<file path="src/rtl/udptx_pkg.sv">
package udptx_pkg;
  localparam int HDR_BYTES = 42;
  localparam int ARP_FRAME_BYTES = 60;

  typedef enum logic [1:0] {SEL_HEAD, SEL_TAIL, SEL_MID, SEL_LAST} wordSel_e;

  typedef struct packed {
    logic     latch;
    logic     isArp;
    logic     arpReply;
    wordSel_e sel;
    logic     pop;
  } txStrobe_t;
endpackage

</file>
<file path="src/rtl/udptx_ctrl.sv">
module udptx_ctrl
  import udptx_pkg::*;
#(
  parameter int LEN_W       = 48,
  parameter int CNT_W       = 16,
  parameter int BUS_BYTES   = 32,
  parameter int MAX_PAYLOAD = 16000,
  localparam int ALIGN      = $clog2(BUS_BYTES)
) (
  input  logic             clk,
  input  logic             rstN,
  input  logic             startSend,
  input  logic             arpReq,
  input  logic             arpReply,
  input  logic [LEN_W-1:0] totalLen,
  input  logic [15:0]      pktLen,
  input  logic [CNT_W-1:0] macWrCnt,
  input  logic [CNT_W-1:0] pldCount,
  output txStrobe_t        strb,
  output logic [15:0]      curBytes,
  output logic             macWrEn,
  output logic             macEnd,
  output logic [ALIGN-1:0] macLastEmpty,
  output logic [CNT_W-1:0] macSizeWords,
  output logic             busy,
  output logic             done,
  output logic [LEN_W-1:0] remainBytes
);
  localparam int UDP_EMPTY = 2 * BUS_BYTES - HDR_BYTES;
  localparam int ARP_EMPTY = 2 * BUS_BYTES - ARP_FRAME_BYTES;
  localparam logic [15:0] LOW_MASK = 16'(BUS_BYTES - 1);

  typedef enum logic [1:0] {ST_IDLE, ST_ARM, ST_EMIT} state_e;

  state_e           state;
  logic [LEN_W-1:0] remain;
  logic [15:0]      pktReg;
  logic [CNT_W-1:0] wordIdx, lastIdx;
  logic             isArp, arpRep, doneQ;
  logic [CNT_W-1:0] curWords, frameWords;
  logic             roomOk, pldOk, go, lastW;

  function automatic logic [15:0] clampLen(input logic [15:0] p);
    logic [15:0] a;
    a = p & ~LOW_MASK;
    if (a == 16'd0) a = 16'(BUS_BYTES);
    else if (a > 16'(MAX_PAYLOAD)) a = 16'(MAX_PAYLOAD);
    return a;
  endfunction

  always_comb begin
    curBytes   = isArp ? 16'd0 : ((remain < LEN_W'(pktReg)) ? remain[15:0] : pktReg);
    curWords   = CNT_W'(curBytes >> ALIGN);
    frameWords = isArp ? CNT_W'(2) : curWords + CNT_W'(2);
    roomOk     = macWrCnt < ({CNT_W{1'b1}} - frameWords);
    pldOk      = isArp || (pldCount >= curWords);
    go         = roomOk && pldOk && (isArp || remain != '0);
    lastW      = wordIdx == lastIdx;
  end

  always_comb begin
    strb.latch    = (state == ST_ARM) && go;
    strb.isArp    = isArp;
    strb.arpReply = arpRep;
    if (wordIdx == '0)             strb.sel = SEL_HEAD;
    else if (wordIdx == CNT_W'(1)) strb.sel = SEL_TAIL;
    else if (lastW)                strb.sel = SEL_LAST;
    else                           strb.sel = SEL_MID;
    strb.pop = (state == ST_EMIT) && !isArp && (strb.sel == SEL_TAIL || strb.sel == SEL_MID);
  end

  assign macWrEn      = state == ST_EMIT;
  assign macEnd       = macWrEn && lastW;
  assign macLastEmpty = macEnd ? (isArp ? ALIGN'(ARP_EMPTY) : ALIGN'(UDP_EMPTY)) : '0;
  assign macSizeWords = lastIdx + CNT_W'(1);
  assign busy         = state != ST_IDLE;
  assign done         = doneQ;
  assign remainBytes  = remain;

  always_ff @(posedge clk) begin
    if (!rstN) begin
      state   <= ST_IDLE;
      remain  <= '0;
      pktReg  <= '0;
      wordIdx <= '0;
      lastIdx <= '0;
      isArp   <= 1'b0;
      arpRep  <= 1'b0;
      doneQ   <= 1'b0;
    end else begin
      doneQ <= 1'b0;
      unique case (state)
        ST_IDLE: begin
          if (arpReq || arpReply) begin
            isArp  <= 1'b1;
            arpRep <= !arpReq;
            state  <= ST_ARM;
          end else if (startSend) begin
            isArp  <= 1'b0;
            remain <= totalLen & ~LEN_W'(BUS_BYTES - 1);
            pktReg <= clampLen(pktLen);
            state  <= ST_ARM;
          end
        end
        ST_ARM: begin
          if (!isArp && remain == '0) begin
            doneQ <= 1'b1;
            state <= ST_IDLE;
          end else if (go) begin
            wordIdx <= '0;
            lastIdx <= frameWords - CNT_W'(1);
            remain  <= remain - LEN_W'(curBytes);
            state   <= ST_EMIT;
          end
        end
        ST_EMIT: begin
          wordIdx <= wordIdx + CNT_W'(1);
          if (lastW) begin
            if (isArp || remain == '0) begin
              doneQ <= 1'b1;
              state <= ST_IDLE;
            end else begin
              state <= ST_ARM;
            end
          end
        end
        default: state <= ST_IDLE;
      endcase
    end
  end
endmodule

</file>
<file path="src/rtl/udptx_datapath.sv">
module udptx_datapath
  import udptx_pkg::*;
#(
  parameter int BUS_W = 256
) (
  input  logic             clk,
  input  logic             rstN,
  input  txStrobe_t        strb,
  input  logic [15:0]      curBytes,
  input  logic [47:0]      localMac,
  input  logic [47:0]      peerMac,
  input  logic [31:0]      srcIp,
  input  logic [31:0]      dstIp,
  input  logic [15:0]      srcPort,
  input  logic [15:0]      dstPort,
  input  logic [BUS_W-1:0] pldData,
  output logic [BUS_W-1:0] macWrData
);
  localparam int HDR_W   = HDR_BYTES * 8;
  localparam int SPILL_W = HDR_W - BUS_W;
  localparam int FILL_W  = BUS_W - SPILL_W;

  logic [HDR_W-1:0]   hdrReg, hdrNext;
  logic [SPILL_W-1:0] carry;
  logic [15:0]        ipTot, udpLen;

  function automatic logic [15:0] hdrCsum(input logic [15:0] tot, input logic [31:0] s,
                                          input logic [31:0] d);
    logic [19:0] acc;
    acc = 20'h04500 + 20'h04011 + {4'b0, tot} + {4'b0, s[31:16]} + {4'b0, s[15:0]}
        + {4'b0, d[31:16]} + {4'b0, d[15:0]};
    acc = {4'b0, acc[15:0]} + {16'b0, acc[19:16]};
    acc = {4'b0, acc[15:0]} + {16'b0, acc[19:16]};
    return ~acc[15:0];
  endfunction

  always_comb begin
    ipTot  = 16'd28 + curBytes;
    udpLen = 16'd8 + curBytes;
    if (strb.isArp)
      hdrNext = {strb.arpReply ? peerMac : 48'hFFFF_FFFF_FFFF, localMac, 16'h0806,
                 16'h0001, 16'h0800, 8'd6, 8'd4, strb.arpReply ? 16'd2 : 16'd1,
                 localMac, srcIp, strb.arpReply ? peerMac : 48'h0, dstIp};
    else
      hdrNext = {peerMac, localMac, 16'h0800, 8'h45, 8'h00, ipTot, 16'h0000, 16'h0000,
                 8'd64, 8'd17, hdrCsum(ipTot, srcIp, dstIp), srcIp, dstIp,
                 srcPort, dstPort, udpLen, 16'h0000};
  end

  always_ff @(posedge clk) begin
    if (!rstN) begin
      hdrReg <= '0;
      carry  <= '0;
    end else begin
      if (strb.latch) hdrReg <= hdrNext;
      if (strb.pop)   carry  <= pldData[SPILL_W-1:0];
    end
  end

  always_comb begin
    unique case (strb.sel)
      SEL_HEAD: macWrData = hdrReg[HDR_W-1 -: BUS_W];
      SEL_TAIL: macWrData = {hdrReg[SPILL_W-1:0], strb.pop ? pldData[BUS_W-1 -: FILL_W] : FILL_W'(0)};
      SEL_MID:  macWrData = {carry, pldData[BUS_W-1 -: FILL_W]};
      default:  macWrData = {carry, FILL_W'(0)};
    endcase
  end
endmodule

</file>
<file path="src/rtl/udptx_frame_builder.sv">
module udptx_frame_builder
  import udptx_pkg::*;
#(
  parameter int BUS_W       = 256,
  parameter int LEN_W       = 48,
  parameter int CNT_W       = 16,
  parameter int MAX_PAYLOAD = 16000,
  localparam int EMPTY_W    = $clog2(BUS_W / 8)
) (
  input  logic               clk,
  input  logic               rstN,
  input  logic [47:0]        localMac,
  input  logic [47:0]        peerMac,
  input  logic [31:0]        srcIp,
  input  logic [31:0]        dstIp,
  input  logic [15:0]        srcPort,
  input  logic [15:0]        dstPort,
  input  logic [LEN_W-1:0]   totalLen,
  input  logic [15:0]        pktLen,
  input  logic               startSend,
  input  logic               arpReq,
  input  logic               arpReply,
  input  logic [BUS_W-1:0]   pldData,
  input  logic [CNT_W-1:0]   pldCount,
  output logic               pldRdEn,
  input  logic [CNT_W-1:0]   macWrCnt,
  output logic [BUS_W-1:0]   macWrData,
  output logic               macWrEn,
  output logic               macEnd,
  output logic [EMPTY_W-1:0] macLastEmpty,
  output logic [CNT_W-1:0]   macSizeWords,
  output logic               busy,
  output logic               done,
  output logic [LEN_W-1:0]   remainBytes
);
  txStrobe_t   strb;
  logic [15:0] curBytes;

  udptx_ctrl #(
    .LEN_W(LEN_W), .CNT_W(CNT_W), .BUS_BYTES(BUS_W / 8), .MAX_PAYLOAD(MAX_PAYLOAD)
  ) uCtrl (
    .clk(clk), .rstN(rstN), .startSend(startSend), .arpReq(arpReq), .arpReply(arpReply),
    .totalLen(totalLen), .pktLen(pktLen), .macWrCnt(macWrCnt), .pldCount(pldCount),
    .strb(strb), .curBytes(curBytes), .macWrEn(macWrEn), .macEnd(macEnd),
    .macLastEmpty(macLastEmpty), .macSizeWords(macSizeWords), .busy(busy), .done(done),
    .remainBytes(remainBytes)
  );

  udptx_datapath #(.BUS_W(BUS_W)) uPath (
    .clk(clk), .rstN(rstN), .strb(strb), .curBytes(curBytes), .localMac(localMac),
    .peerMac(peerMac), .srcIp(srcIp), .dstIp(dstIp), .srcPort(srcPort), .dstPort(dstPort),
    .pldData(pldData), .macWrData(macWrData)
  );

  assign pldRdEn = strb.pop;
endmodule

</file>
<file path="config.mk">
export PLATFORM = sky130hd
export DESIGN_NAME = udptx_frame_builder
export DESIGN_NICKNAME = d
export VERILOG_FILES = /design/src/rtl/udptx_pkg.sv /design/src/rtl/udptx_ctrl.sv /design/src/rtl/udptx_datapath.sv /design/src/rtl/udptx_frame_builder.sv
export SDC_FILE = /design/constraint.sdc
export NUM_CORES = 1
export LEC_CHECK = 0
export BUFFER_PORTS_ARGS = -buffer_cell sky130_fd_sc_hd__buf_4
export CORE_AREA = 2 2 338 340
export CTS_CLUSTER_DIAMETER = 60
export DETAILED_ROUTE_END_ITERATION = 7
export DIE_AREA = 0 0 340 342
export GPL_TIMING_DRIVEN = 0
export MAX_ROUTING_LAYER = met4
export PLACE_DENSITY = 0.48
export SKIP_LAST_GASP = 1
export SYNTH_ARGS = -nofsm -noshare
export SYNTH_HDL_FRONTEND = slang
export SYNTH_SLANG_ARGS = --single-unit
</file>
<file path="constraint.sdc">
create_clock -name clk -period 23.9 [get_ports clk]
set_input_delay 2.39 -clock clk [delete_from_list [all_inputs] [get_ports clk]]
set_output_delay 2.39 -clock clk [all_outputs]
set_load 0.1 [all_outputs]
</file>
[Yosys cells after proc, flatten, opt, wreduce, memory -nomap -nowiden]
Index checks and enable logic that the tools add are counted.
Cells by class
  muxes and demuxes: 37
  eq/ne operators: 13
  order comparisons: 4
  reductions and logical operators: 31
  $mul: 0
  divide/modulo/power cells: 0
  shifts and indexed selects: 0
  add/subtract/negate cells: 15
  bitwise gates (word level): 3
Operator list (number)
  256-bit one-hot mux with 3 select lines: 1
  336-bit two-way mux: 1
  48-bit two-way mux: 6
  176-bit two-way mux: 1
  16-bit two-way mux: 7
  48-bit one-hot mux with 2 select lines: 1
  20-bit by 16-bit adder with 20-bit output: 4
  48-bit zero test: 1
  48-bit by 16-bit < comparator with 1-bit output: 1
  48-bit nonzero test: 1
  48-bit by 16-bit subtractor with 48-bit output: 1
  16-bit by 1-bit adder with 16-bit output, second input constant: 2
  16-bit zero test: 2
  16-bit one-hot mux with 2 select lines: 1
  16-bit by 16-bit adder with 17-bit output, first input constant: 1
  16-bit by 4-bit adder with 17-bit output: 1
  16-bit by 4-bit adder with 16-bit output: 1
  4-bit by 16-bit adder with 16-bit output, first input constant: 1
  5-bit by 16-bit adder with 16-bit output, first input constant: 1
  16-bit by 1-bit equality test with 1-bit output, second input constant: 1
  16-bit equality test: 1
  16-bit by 11-bit greater-or-equal comparator with 1-bit output: 1
  16-bit by 14-bit greater-than comparator with 1-bit output, second input constant: 1
  16-bit < comparator: 1
  other kinds (23): 63
Word-level totals
  memories kept: 0
  output and inout bits: 330
  register bits: 517
  logic and storage cells: 113
  bits in latches: 0
  memory bits (read-only): 0
  bits in writable memories: 0
  bits of input ports: 549

[Depth between registers and ports, before layout]
  depth after elaboration: 13
  mapped depth: 51
  gate-level depth less buffers: 49

[By module]
From an unflattened synthesis, not the netlist that was laid out.
Unflattened totals
  cell total of the unflattened synthesis: 3319
  area, all modules: 28367.2 um^2
Modules (own cells, without submodules)
  udptx_datapath: sequential area each 7146.9 um^2, instances 1, cells each 2284, area each 20671.1 um^2
  udptx_ctrl: sequential area each 1861.8 um^2, instances 1, cells each 1035, area each 7696.1 um^2

[Worst setup path after synthesis]
No wires, ideal clock.
  path type: flip-flop to flip-flop
  from: register uCtrl.remain[26], in the netlist uCtrl.remainBytes[26]
  to: register uPath.hdrReg[140]
  data arrival time: 11177 ps
  period minus slack after synthesis: 11264 ps
  setup slack: 12636 ps
  buffers on the path: 3
  data required time: 23813 ps
  cell stages (with the launch flop): 49
  library setup time: 87 ps
  cells stage by stage: dfxtp_1 or3_1 buf_2 or4_4 nor3_4 and4_1 buf_4 nand2_4 nor2_1 nand2_1 ha_1 clkbuf_1 a21boi_0 xnor2_1 nor3_1 a31oi_1 or4_1 o2bb2ai_2 [13 not listed] a21oi_1 xnor2_1 fa_1 a21o_1 and2_1 nand2_1 or3_1 nor4_1 ha_1 ha_1 nand3_1 nor2_1 nand2_1 a31o_2 or3_1 nand3_1 o21ai_0 o31ai_1
Between the ends
  word-level cells in the longest chain between the ends: 13
  elaborated cells on any way between the ends: 24
  classes of those cells: add/sub (10); order compare (3); mux (4); bitwise (1); reduce/logical (6)
Ends and longest elaborated chain
  start, declared: line udptx_ctrl.sv:36  | logic [LEN_W-1:0] remain;
  start signal, assigned: line udptx_ctrl.sv:100  | remain <= totalLen & ~LEN_W'(BUS_BYTES - 1);
  start signal, assigned: line udptx_ctrl.sv:112  | remain <= remain - LEN_W'(curBytes);
  48-bit by 16-bit < comparator with 1-bit output: line udptx_ctrl.sv:52  | curBytes = isArp ? 16'd0 : ((remain < LEN_W'(pktReg)) ? remain[15:0] : pktReg);
  16-bit two-way mux (2 in series): line udptx_ctrl.sv:52
  5-bit by 16-bit adder with 16-bit output: line udptx_datapath.sv:38  | ipTot = 16'd28 + curBytes;
  16-bit by 16-bit adder with 17-bit output: line udptx_datapath.sv:30  | acc = 20'h04500 + 20'h04011 + {4'b0, tot} + {4'b0, s[31:16]} + {4'b0, s[15:0]}
  20-bit by 16-bit adder with 20-bit output (2 in series): line udptx_datapath.sv:30
  20-bit by 16-bit adder with 20-bit output (2 in series): line udptx_datapath.sv:31  | + {4'b0, d[31:16]} + {4'b0, d[15:0]};
  16-bit by 4-bit adder with 17-bit output: line udptx_datapath.sv:32  | acc = {4'b0, acc[15:0]} + {16'b0, acc[19:16]};
  16-bit by 4-bit adder with 16-bit output: line udptx_datapath.sv:33  | acc = {4'b0, acc[15:0]} + {16'b0, acc[19:16]};
  16-bit NOT: line udptx_datapath.sv:34  | return ~acc[15:0];
  336-bit two-way mux: line udptx_datapath.sv:40  | if (strb.isArp)
  end signal, assigned: line udptx_datapath.sv:55  | if (strb.latch) hdrReg <= hdrNext;
  end, declared: line udptx_datapath.sv:23  | logic [HDR_W-1:0] hdrReg, hdrNext;
Several ways; a longest one is shown, not always the timed one.
A chain may end at the register's enable or synchronous reset.

[Final worst setup path]
  from: register uCtrl.remain[41], in the netlist uCtrl.remainBytes[41]
  to: register uPath.hdrReg[140]
The elaborated chain is that of the path after synthesis.

==> impl_metrics.env <==
export IMPL_met1_length_um=77750
export IMPL_grt_max_degree=13
export IMPL_drt_first_pass_iters=5
export IMPL_worstSetupStartpointType="register"
export IMPL_relSlewSlack_pct=4.897
export IMPL_synth_cell_area_um2=27580
export IMPL_fmax_mhz=73.17
export IMPL_syn2layout_area_growth_pct=39.48
export IMPL_place_congestion=0.9793
export IMPL_wl_per_cell_um=30.32
export IMPL_core_um2=113100
export IMPL_portBuffers=865
export IMPL_drc=0
export IMPL_ys_warn_count=0
export IMPL_max_cap_violations=0
export IMPL_root_buffer="clkbuf_16"
export IMPL_routed_via_count=32093
export IMPL_dpl_hpwl_um=151600
export IMPL_grt_pass1_vias=31003
export IMPL_tritoncts="done"
export IMPL_hold_violations=0
export IMPL_p_leak_nw=15.87
export IMPL_fin_crit_ns=13.67
export IMPL_drtIter0Drc=2863
export IMPL_slowest_stage="nor3b_1"
export IMPL_num_nets_final=5174
export IMPL_tightest_slew_ns=1.427
export IMPL_die_y_um=342
export IMPL_dpl_cell_area_um2=35980
export IMPL_fin_area_um2=38470
export IMPL_die_w_um=340
export IMPL_cts_hold_repair_buffers=0
export IMPL_synth_top_area_share_pct=32.88
export IMPL_clk_pin_slew_worst_paths_ns=0.06
export IMPL_powerDensity_nw_per_um2=173.7
export IMPL_synth_area_leaders="dfxtp_1 33%, nand2_1 7.9%, a21oi_1 5.9%, ha_1 4.2%, a22o_1 3.9%"
export IMPL_clock_sinks=453
export IMPL_synth_cell_types=90
export IMPL_finalWirelength_um=184200
export IMPL_peakVddDrop_uv=83.99
export IMPL_fin_skew_ns=0.05109
export IMPL_synth_edf_count=0
export IMPL_ant_nets=0
export IMPL_antenna_found_initial=40
export IMPL_worstPathMaxFanout=10
export IMPL_finalPower_mw=6.682
export IMPL_clkLatencyLatePin_ns=0.67
export IMPL_async_reset_ff_share_pct=0
export IMPL_drive_gt1_share_pct=24.93
export IMPL_ys_ff_latch=453
export IMPL_max_stage_delay_ns=0.69
export IMPL_grt_pass1_wl_um=249400
export IMPL_dr_wl_met2_um=87220
export IMPL_setup_tns_ns=0
export IMPL_routed_top_layer="met4"
export IMPL_initial_core_util_pct=24.39
export IMPL_slew_violations=0
export IMPL_grt_usage_pct=31.30
export IMPL_dieArea_um2=116300
export IMPL_ys_flop_type="dfxtp_1"
export IMPL_wl_met3_um=12910
export IMPL_hold_path_class="register to register"
export IMPL_htreeDepth=3
export IMPL_synth_top_cell_by_area="dfxtp_1"
export IMPL_status="completed"
export IMPL_cts_buffers=69
export IMPL_required_ns=24.45
export IMPL_worstSetupPathType="register to register"
export IMPL_cp_data_arrival_time_ns=14.22
export IMPL_row_count=124
export IMPL_syn_inst=3545
export IMPL_cts_buffer_depth=3
export IMPL_io_pins=879
export IMPL_ys_seq_area_share_pct=32.88
export IMPL_post_cts_buffers=0
export IMPL_ctsResizeCount=0
export IMPL_syn_area_per_cell_um2=7.781
export IMPL_fin_crit_sh_pct=57.19
export IMPL_avgViaCountPerCell=5.283
export IMPL_overflow=0
export IMPL_end_kind="register"
export IMPL_synth_common_cells="582 x nand2_1, 453 x dfxtp_1, 326 x a21oi_1"
export IMPL_rsz0062_at_grt="false"
export IMPL_setup_viol=0
export IMPL_synth_most_common_cell="nand2_1"
[worst paths after layout]
path / start / to / slack (ns) / cells past startpoint
setup reg to reg: uCtrl.remainBytes[41] / uPath.hdrReg[140] / 10.23 / 47
setup / recovery: uCtrl.remainBytes[41] / uPath.hdrReg[140] / 10.23 / 47
hold reg to reg: uPath.hdrReg[9] / uPath.hdrReg[9] / 0.45 / 2
hold / removal: uPath.hdrReg[9] / uPath.hdrReg[9] / 0.45 / 2
[critical path: cells and delay by family, from the launching register on]
kind                       cells  cell delay (ns)
DFF                            1             0.37
and+or+nand+nor               20             6.23
adders and majority gates      8             2.98
xor gates and xnor gates       3             0.68
buffers and inverters          4             0.55
AOI/OAI and AO/OA             12             2.74
[stage by stage]
stage          util, %  hold slack [ns]  std cells  worst slack [ns]
2_1_floorplan        -           0.4316       3546             12.64
6_report         34.02           0.4522       6075             10.23
5_1_grt          34.02           0.4650       6075             9.246
3_5_place_dp     31.81           0.4452       5923             10.37
3_3_place_gp     31.81           0.4385       5923             10.01
4_1_cts          33.96           0.4514       6049             10.31
[kinds of logic (layout without fill, tap and decap cells)]
logic type | after synthesis | after routing | share of synthesized area (%)
fa+ha+maj | 144 | 144 | 7.884
mux | 39 | 39 | 1.424
buf+inv | 418 | 1409 | 6.083
xor+xnor | 128 | 128 | 4.114
compound gates | 1098 | 1098 | 26.71
simple gates | 1264 | 1264 | 20.89
other cells | 1 | 28 | 0.01359
flops | 453 | 453 | 32.88
[final cells by class]
| class | count | area, um2 |
|---|---|---|
| plain buffers | 282 | 1169 |
| flip-flops and latches | 453 | 9069 |
| clock inverters | 38 | 525.5 |
| repair buffers | 865 | 6494 |
| diodes | 26 | 65.06 |
| clock buffers | 88 | 1899 |
| well taps | 1512 | 1892 |
| fillers | 12223 | 74630 |
| inverters | 136 | 511.7 |
| multi-input cells | 2675 | 16850 |
[routing by layer]
layer	track usage (%)	vias to the layer above
li1	-	14546
met5	-	-
met3	6.009	240
met4	9.817	0
met2	51.06	1433
met1	38.92	15874
[power by group]
group          switching (mW)  total, mW  leakage (nW)  internal [mW]
sequential              0.226       1.19          3.70          0.963
clock                   0.443       1.09          1.16          0.643
combinational            3.24       4.41          11.0           1.17
[registers in the layout, indices dropped and copies added, names as in the netlist]
name               flops
uCtrl.isArp            1
uCtrl.pktReg          11
uPath.carry           80
uPath.hdrReg         277
uCtrl.arpRep           1
uCtrl.state            2
uCtrl.wordIdx         16
uCtrl.done             1
uCtrl.remainBytes     48
uCtrl.lastIdx         16
[layout by cell type, fill, tap and decap left out, drive strengths merged, types with 9 or more instances in the layout]
cell type,instances
a221oi,50
dfxtp,453
clkbuf,301
a21o,25
diode,26
nor4,31
o21a,16
a21oi,331
and2,70
or2,9
a31oi,16
nor2b,20
o22ai,16
fa,50
inv,142
or3,20
nor3b,10
nand2b,17
nand2,583
xor2,46
a22o,122
buf,934
ha,93
nor2,250
o21ai,217
nand4,17
or4,11
a22oi,85
nand3,91
xnor2,81
mux2i,37
o211ai,34
o221a,51
clkinv,20
a211oi,66
nor3,97
and3,19
Note: power is estimated with default switching activity, not from simulation.
